<file path="config.mk">
export PLATFORM = sky130hd
export DESIGN_NAME = sdm3_frac_mod
export DESIGN_NICKNAME = d
export VERILOG_FILES = /design/src/rtl/sdm_pkg.sv /design/src/rtl/sdm_lfsr.sv /design/src/rtl/sdm_res_line.sv /design/src/rtl/sdm_quant.sv /design/src/rtl/sdm3_frac_mod.sv
export SDC_FILE = /design/constraint.sdc
export NUM_CORES = 1
export LEC_CHECK = 0
export CAP_MARGIN = 25
export CORE_ASPECT_RATIO = 1.75
export CORE_MARGIN = 5
export CORE_UTILIZATION = 40
export CTS_BUF_LIST = sky130_fd_sc_hd__clkbuf_2 sky130_fd_sc_hd__clkbuf_4 sky130_fd_sc_hd__clkbuf_8
export DETAILED_ROUTE_END_ITERATION = 8
export SLEW_MARGIN = 20
export SYNTH_ARGS = -nofsm -noshare
export SYNTH_HDL_FRONTEND = slang
export SYNTH_SLANG_ARGS = --single-unit
</file>
<file path="constraint.sdc">
create_clock -name clk -period 5.5 [get_ports clk]
set_input_delay 1.1 -clock clk [delete_from_list [all_inputs] [get_ports clk]]
set_output_delay 1.1 -clock clk [all_outputs]
set_load 0.02 [all_outputs]
</file>
<file path="src/rtl/sdm_pkg.sv">
package sdm_pkg;

  // Noise-shaping order of the error-feedback loop.
  localparam int unsigned SHAPE_ORDER = 3;

  // Binomial coefficient C(n, k).
  function automatic int binom(input int n, input int k);
    int r;
    r = 1;
    for (int i = 1; i <= k; i++) begin
      r = (r * (n - k + i)) / i;
    end
    return r;
  endfunction

  // Weight of the residue delayed by j cycles (j >= 1) in the feedback sum,
  // taken from the expansion of (1 - z^-1)^ORDER with the sign flipped.
  function automatic int tap_weight(input int order, input int j);
    int b;
    b = binom(order, j);
    return ((j % 2) == 1) ? b : -b;
  endfunction

endpackage

</file>
<file path="src/rtl/sdm_lfsr.sv">
module sdm_lfsr #(
  parameter int unsigned W   = 23,
  parameter int unsigned TAP = 18
) (
  input  logic clk,
  input  logic rst_n,
  output logic bit_o
);

  logic [W-1:0] q_r;
  logic [W-1:0] q_nxt;

  always_comb begin
    q_nxt = {q_r[W-2:0], q_r[W-1] ^ q_r[TAP-1]};
  end

  always_ff @(posedge clk or negedge rst_n) begin
    if (!rst_n) q_r <= {{(W-1){1'b0}}, 1'b1};
    else        q_r <= q_nxt;
  end

  assign bit_o = q_r[0];

  AST_LFSR_LIVE: assert property (@(posedge clk) disable iff (!rst_n)
    q_r != '0);

endmodule

</file>
<file path="src/rtl/sdm_res_line.sv">
module sdm_res_line #(
  parameter int unsigned RES_W = 16,
  parameter int unsigned DEPTH = 3
) (
  input  logic                         clk,
  input  logic                         rst_n,
  input  logic [RES_W-1:0]             res_i,
  output logic [DEPTH-1:0][RES_W-1:0]  taps_o
);

  logic [DEPTH-1:0][RES_W-1:0] h_r;
  logic [DEPTH-1:0][RES_W-1:0] h_nxt;

  always_comb begin
    h_nxt[0] = res_i;
  end

  for (genvar g = 1; g < DEPTH; g++) begin : g_shift
    always_comb begin
      h_nxt[g] = h_r[g-1];
    end

    AST_RES_SHIFT: assert property (@(posedge clk) disable iff (!rst_n)
      1'b1 |=> h_r[g] == $past(h_r[g-1]));
  end

  always_ff @(posedge clk or negedge rst_n) begin
    if (!rst_n) h_r <= '0;
    else        h_r <= h_nxt;
  end

  assign taps_o = h_r;

endmodule

</file>
<file path="src/rtl/sdm_quant.sv">
module sdm_quant
  import sdm_pkg::*;
#(
  parameter int unsigned FRAC_W = 16,
  parameter int unsigned OUT_W  = 4,
  parameter int unsigned ORDER  = 3,
  parameter int unsigned WIDE_W = 22
) (
  input  logic [FRAC_W-1:0]              frac_i,
  input  logic                           dith_i,
  input  logic [ORDER-1:0][FRAC_W-1:0]   taps_i,
  output logic signed [WIDE_W-1:0]       sum_o,
  output logic signed [OUT_W-1:0]        ofs_o,
  output logic [FRAC_W-1:0]              res_o
);

  logic signed [WIDE_W-1:0] terms [ORDER+1];

  always_comb begin
    terms[0] = $signed({{(WIDE_W-FRAC_W){1'b0}}, frac_i})
             + $signed({{(WIDE_W-1){1'b0}}, dith_i});
  end

  for (genvar j = 1; j <= ORDER; j++) begin : g_tap
    localparam int WT = tap_weight(ORDER, j);
    logic signed [WIDE_W-1:0] wt_c;
    logic signed [WIDE_W-1:0] tap_s;
    always_comb begin
      wt_c     = WIDE_W'(WT);
      tap_s    = $signed({{(WIDE_W-FRAC_W){1'b0}}, taps_i[j-1]});
      terms[j] = terms[j-1] + wt_c * tap_s;
    end
  end

  always_comb begin
    sum_o = terms[ORDER];
    ofs_o = sum_o[FRAC_W+OUT_W-1:FRAC_W];
    res_o = sum_o[FRAC_W-1:0];
  end

endmodule

</file>
<file path="src/rtl/sdm3_frac_mod.sv">
module sdm3_frac_mod
  import sdm_pkg::*;
#(
  parameter int unsigned FRAC_W   = 16,
  parameter int unsigned LFSR_W   = 23,
  parameter int unsigned LFSR_TAP = 18,
  parameter int unsigned OUT_W    = 4
) (
  input  logic                     clk,
  input  logic                     rst_n,
  input  logic [FRAC_W-1:0]        frac_i,
  input  logic                     dith_en_i,
  output logic signed [OUT_W-1:0]  ofs_o,
  output logic                     vld_o
);

  localparam int unsigned ORDER  = SHAPE_ORDER;
  localparam int unsigned ACC_W  = FRAC_W + 4;
  localparam int unsigned WIDE_W = ACC_W + 2;
  localparam int          Y_MIN  = -(2 ** (ORDER - 1)) + 1;
  localparam int          Y_MAX  = 2 ** (ORDER - 1);

  logic                            lfsr_bit;
  logic                            dith_bit;
  logic [ORDER-1:0][FRAC_W-1:0]    taps;
  logic signed [WIDE_W-1:0]        sum_w;
  logic signed [OUT_W-1:0]         ofs_c;
  logic [FRAC_W-1:0]               res_c;

  logic signed [OUT_W-1:0]         ofs_r, ofs_nxt;
  logic                            vld_r, vld_nxt;

  sdm_lfsr #(.W(LFSR_W), .TAP(LFSR_TAP)) u_lfsr (
    .clk   (clk),
    .rst_n (rst_n),
    .bit_o (lfsr_bit)
  );

  assign dith_bit = dith_en_i & lfsr_bit;

  sdm_res_line #(.RES_W(FRAC_W), .DEPTH(ORDER)) u_hist (
    .clk    (clk),
    .rst_n  (rst_n),
    .res_i  (res_c),
    .taps_o (taps)
  );

  sdm_quant #(
    .FRAC_W (FRAC_W),
    .OUT_W  (OUT_W),
    .ORDER  (ORDER),
    .WIDE_W (WIDE_W)
  ) u_quant (
    .frac_i (frac_i),
    .dith_i (dith_bit),
    .taps_i (taps),
    .sum_o  (sum_w),
    .ofs_o  (ofs_c),
    .res_o  (res_c)
  );

  always_comb begin
    ofs_nxt = ofs_c;
    vld_nxt = 1'b1;
  end

  always_ff @(posedge clk or negedge rst_n) begin
    if (!rst_n) begin
      ofs_r <= '0;
      vld_r <= 1'b0;
    end else begin
      ofs_r <= ofs_nxt;
      vld_r <= vld_nxt;
    end
  end

  assign ofs_o = ofs_r;
  assign vld_o = vld_r;

  AST_NO_OVERFLOW: assert property (@(posedge clk) disable iff (!rst_n)
    (sum_w >= -(2 ** (ACC_W - 1))) && (sum_w < (2 ** (ACC_W - 1))));

  AST_OUT_RANGE: assert property (@(posedge clk) disable iff (!rst_n)
    vld_r |-> (($signed(ofs_r) >= Y_MIN) && ($signed(ofs_r) <= Y_MAX)));

  AST_VALID_HOLD: assert property (@(posedge clk) disable iff (!rst_n)
    1'b1 |=> vld_r);

  AST_IDLE_ZERO: assert property (@(posedge clk) disable iff (!rst_n)
    (frac_i == '0 && !dith_en_i && taps == '0) |=> (ofs_r == '0));

  AST_DITH_GATE: assert property (@(posedge clk) disable iff (!rst_n)
    !dith_en_i |-> !dith_bit);

endmodule

</file>
### Word level (Yosys, flattened, before mapping)

Index checks and enable logic that the tools add are counted.

* output and inout port bits: 5
* logic and storage cells: 14
* bits in registers: 76

* multiply operators: 2
* add/subtract/negate cells: 4
* bitwise operators: 2

Operators with widths (count)
* 20-bit adder: 2
* 20-bit by 17-bit adder with 20-bit output: 1
* 3-bit by 17-bit multiplier with 20-bit output, first input constant: 1
* 2-bit by 16-bit multiplier with 18-bit output, first input constant: 1
* 16-bit by 1-bit adder with 17-bit output: 1
* 1-bit bitwise AND: 1
* 1-bit XOR: 1

### Depth between registers and ports, before layout

* depth after elaboration: 5
* depth in mapped cells: 21
* mapped depth without buffers: 21

### Hierarchy

From an unflattened synthesis, not the netlist that was laid out.

* cell total of the unflattened synthesis: 494
* area, all modules: 5370.2 um^2

Modules (own cells, without submodules)
* sdm_quant: instances 1, seq. area each 0.0 um^2, cells an instance 415, area each 3448.3 um^2
* sdm_res_line: instances 1, seq. area each 1201.2 um^2, cells an instance 48, area each 1201.2 um^2
* sdm_lfsr: instances 1, seq. area each 576.8 um^2, cells an instance 24, area each 585.6 um^2
* sdm3_frac_mod: instances 1, seq. area each 125.1 um^2, cells an instance 7, area each 135.1 um^2

### Least setup slack after synthesis

OpenSTA, ideal clock, no wires.

* path type: input to register
* start: input dith_en_i
* end: register ofs_r[1] (netlist: ofs_o[1])
* arrival: 5230 ps
* path buffers: 0
* setup time: 126 ps
* setup slack: 145 ps
* stages: 18
* cell sequence: and2_1 -> ha_1 -> ha_1 -> and3_1 -> and2_1 -> nand2_1 -> xnor2_1 -> fa_1 -> fa_1 -> inv_1 -> fa_1 -> inv_1 -> ha_1 -> a21oi_1 -> o21ai_0 -> a221o_1 -> or2_1 -> o311a_1

* cells in the longest elaborated chain, start to end: 5

RTL lines
* start, declared: RTL line sdm3_frac_mod.sv:12 `input logic dith_en_i,`
* 1-bit bitwise AND: RTL line sdm3_frac_mod.sv:39 `assign dith_bit = dith_en_i & lfsr_bit;`
* 16-bit by 1-bit adder with 17-bit output: RTL line sdm_quant.sv:21 `+ $signed({{(WIDE_W-1){1'b0}}, dith_i});`
* 20-bit adder (2 in a row): RTL line sdm_quant.sv:31 `terms[j] = terms[j-1] + wt_c * tap_s;`
* 20-bit by 17-bit adder with 20-bit output: RTL line sdm_quant.sv:31
* via ofs_c[1]: RTL line sdm3_frac_mod.sv:27 `logic signed [OUT_W-1:0] ofs_c;`
* end signal, assigned: RTL line sdm3_frac_mod.sv:72 `ofs_r <= ofs_nxt;`
* end, declared: RTL line sdm3_frac_mod.sv:30 `logic signed [OUT_W-1:0] ofs_r, ofs_nxt;`

The timed path passes the listed nets, and every way through them passes these cells.

### Final worst setup path

* start: input frac_i[1]
* end: register ofs_r[1] (netlist: ofs_o[1])

* cells in the longest elaborated chain, start to end: 4

RTL lines
* start, declared: RTL line sdm3_frac_mod.sv:11 `input logic [FRAC_W-1:0] frac_i,`
* 16-bit by 1-bit adder with 17-bit output: RTL line sdm_quant.sv:21
* 20-bit adder (2 in a row): RTL line sdm_quant.sv:31
* 20-bit by 17-bit adder with 20-bit output: RTL line sdm_quant.sv:31
* via ofs_c[1]: RTL line sdm3_frac_mod.sv:27

The timed path passes the listed nets, and every way through them passes these cells.

==> results.toml <==
[status]
status = "finished, final reports clean"

[cells_and_area]
antennaDiodeCount = 0
synthToLayoutAreaGrowth_pct = 26.1
final_core_util_pct = 51.4
mostFrequentLayoutCell = "inv_1"
ff_latch_area_sq_um = 1900
final_cell_mix = "inv_1 (104), dfrtp_1 (75), buf_4 (62)"
drive_gt1_share_pct = 21.2
design_area_sq_um = 6680
fillers = 1133
final_cells = 764
nets = 711
multi_input_area_sq_um = 3240

[drt]
via_per_inst = 4.80
drc = 0
num_vias = 3667
dr.first_iter.drc_count = 142
detail-route-antenna-nets = 0
wl_per_cell_um = 15.2
wl_mm = 11.6
drt_first_pass_iters = 6

[critical_path]
cp.arrival_ns = 5.55
end_kind = "register"
worst_ep_required_time_ns = 5.75
critPathKind = "in -> reg"
crit_path_start_kind = "input port"
path_max_fanout = 4

[logic_synthesis]
ys_warn_count = 0
synth_flop_cell = "dfrtp_1"
synth_edf_count = 0
synth_nets = 615
avgSynthCellArea_sq_um = 10.8
synth_cells = 492
yosysUniqueCellTypes = 46
synth_largest_area_cell = "dfrtp_1"
synth_area_sq_um = 5300
yosysSeqAreaShare_pct = 35.9
synthArstFlopShare_pct = 100
synth_seq_cells = 76
ys_top_cells_by_area = "dfrtp_1 (35%), fa_1 (19%), ha_1 (13%), inv_1 (7.6%), xnor2_1 (4.5%)"
synth_top_area_share_pct = 35.4

[die]
die_y_um = 162
num_rows = 55
initial_core_util_pct = 40.8
die_area_sq_um = 15700
coreArea_sq_um = 13000
ios = 24
die_w_um = 97.0

[timing]
finalHoldViolCount = 0
max_freq_mhz = 189
fin_crit_ns = 5.30
finalSetupViolations = 0
worst_pin_slew_ns = 0.558
drv_slew = 0
clock-skew-final_ns = 0.0121
slew_headroom_pct = 62.8
rsz0062_at_grt = "false"
post-route-period-util_pct = 96.4

[worst_hold_path]
hp-class = "reg -> reg"

[clock_network]
clkLatencyLatePin_ns = 0.36
cts_tree = "done"
clkTransAtPathRegs_ns = 0.09
cts_max_path_buffers = 2
clock-sinks = 76
htree_num_levels = 3
cts_buffers = 9
cts-root-buf = "clkbuf_8"

[global_routing]
grt_pass1_wl_mm = 20.0
grt_max_degree = 77
grt_overflow_total = 0
first_global_vias = 4321
grtUsageTotal_pct = 16.1
antenna_found_initial = 0

[place]
place_area_sq_um = 6180
port-buffer-count = 23
place_inst = 744
dpl.hpwl_mm = 9.48
place_congestion = 0.807

[run]
maxCapViolations = 0
critical path: stages:
cell             delay [ns]
clkdlybuf4s50_1        0.57
ha_4                   0.17
and3_4                 0.18
and2_4                 0.17
nand4_1                0.13
xnor2_2                0.21
fa_1                   0.47
fa_1                   0.53
inv_2                  0.04
fa_1                   0.52
inv_2                  0.05
ha_4                   0.15
a21o_1                 0.16
a31o_1                 0.18
a221o_1                0.35
or2_1                  0.24
o311a_1                0.33
area by class of cell:
| class | instances | share of cell area, % |
|---|---|---|
| tap | 171 | 3.20 |
| timing repair buffer | 87 | 11.0 |
| sequential | 76 | 28.5 |
| clock buffer | 12 | 2.38 |
| multi-input combinational | 307 | 48.5 |
| clock inverter | 4 | 0.487 |
| inverter | 107 | 6.01 |
through the flow:
stage	setup TNS [ns]	hold slack [ns]	setup slack [ns]
after global placement	-4.61	0.336	-0.638
after floorplan	0	0.331	0.145
after detailed placement	-5.04	0.336	-0.686
final	0	0.349	0.200
after CTS	0	0.353	0.00517
after global routing	0	0.359	0.0455
synthesized netlist by cell type (2+ instances only):
cell      number
and3_1         7
fa_1          50
a211oi_1       4
nor2_1        12
o21bai_1       3
xor2_1        20
nor3_1         2
nand2_1       21
nor2b_1        5
dfrtp_1       75
nand4_1        3
o21ai_0       17
o31ai_1        2
a21o_1         6
o211ai_1       2
a21oi_1       30
and2_1         3
a31oi_1        4
clkbuf_1       2
o21a_1         3
inv_1        107
nand3_1       11
xnor2_1       27
ha_1          54
repair_timing:
item,4_1_cts,5_1_grt
setup buffers,3,1
hold buffers,0,0
resized for setup,30,23
setup endpoints to repair,6,9
pin swaps,23,24
state kept, by name (all words and copies together), names as in the netlist:
name           count
ofs_o              4
vld_o              1
u_hist.taps_o     48
u_lfsr.q_r        23
metal layers:
metal | vias up | track usage, % | wire [um]
met1 | 1809 | 15.6 | 4070
met3 | 32 | 2.62 | 193
li1 | 1771 | - | -
met2 | 55 | 31.0 | 6740
met4 | 0 | 10.4 | 583
met5 | - | 0 | 0
logic make-up after synthesis:
logic type | Yosys count | share of synthesized area, %
AO/OA/AOI/OAI | 84 | 10.2
flip-flops | 76 | 35.9
adder cells (fa/ha/maj) | 104 | 31.6
buffers and inverters | 109 | 7.72
other | 1 | 0.0708
AND/OR/NAND/NOR | 70 | 6.54
multiplexers | 1 | 0.189
XOR/XNOR | 47 | 7.77
final timing paths:
| check | startpoint | to | slack (ns) | cells past startpoint |
|---|---|---|---|---|
| setup reg to reg | u_hist.taps_o[1] | ofs_o[1] | 0.28 | 21 |
| max in group asynchronous | rst_n | u_hist.taps_o[0] | 4.18 | 2 |
| hold / removal | u_lfsr.q_r[4] | u_lfsr.q_r[5] | 0.35 | 0 |
| hold reg to reg | u_lfsr.q_r[4] | u_lfsr.q_r[5] | 0.35 | 0 |
| setup / recovery | frac_i[1] | ofs_o[1] | 0.20 | 17 |
| min in group asynchronous | rst_n | u_hist.taps_o[31] | 0.71 | 1 |
Power is left out: the tool's default activity adds up to more than one toggle a clock period on the data nets, which glitch-free logic cannot reach.
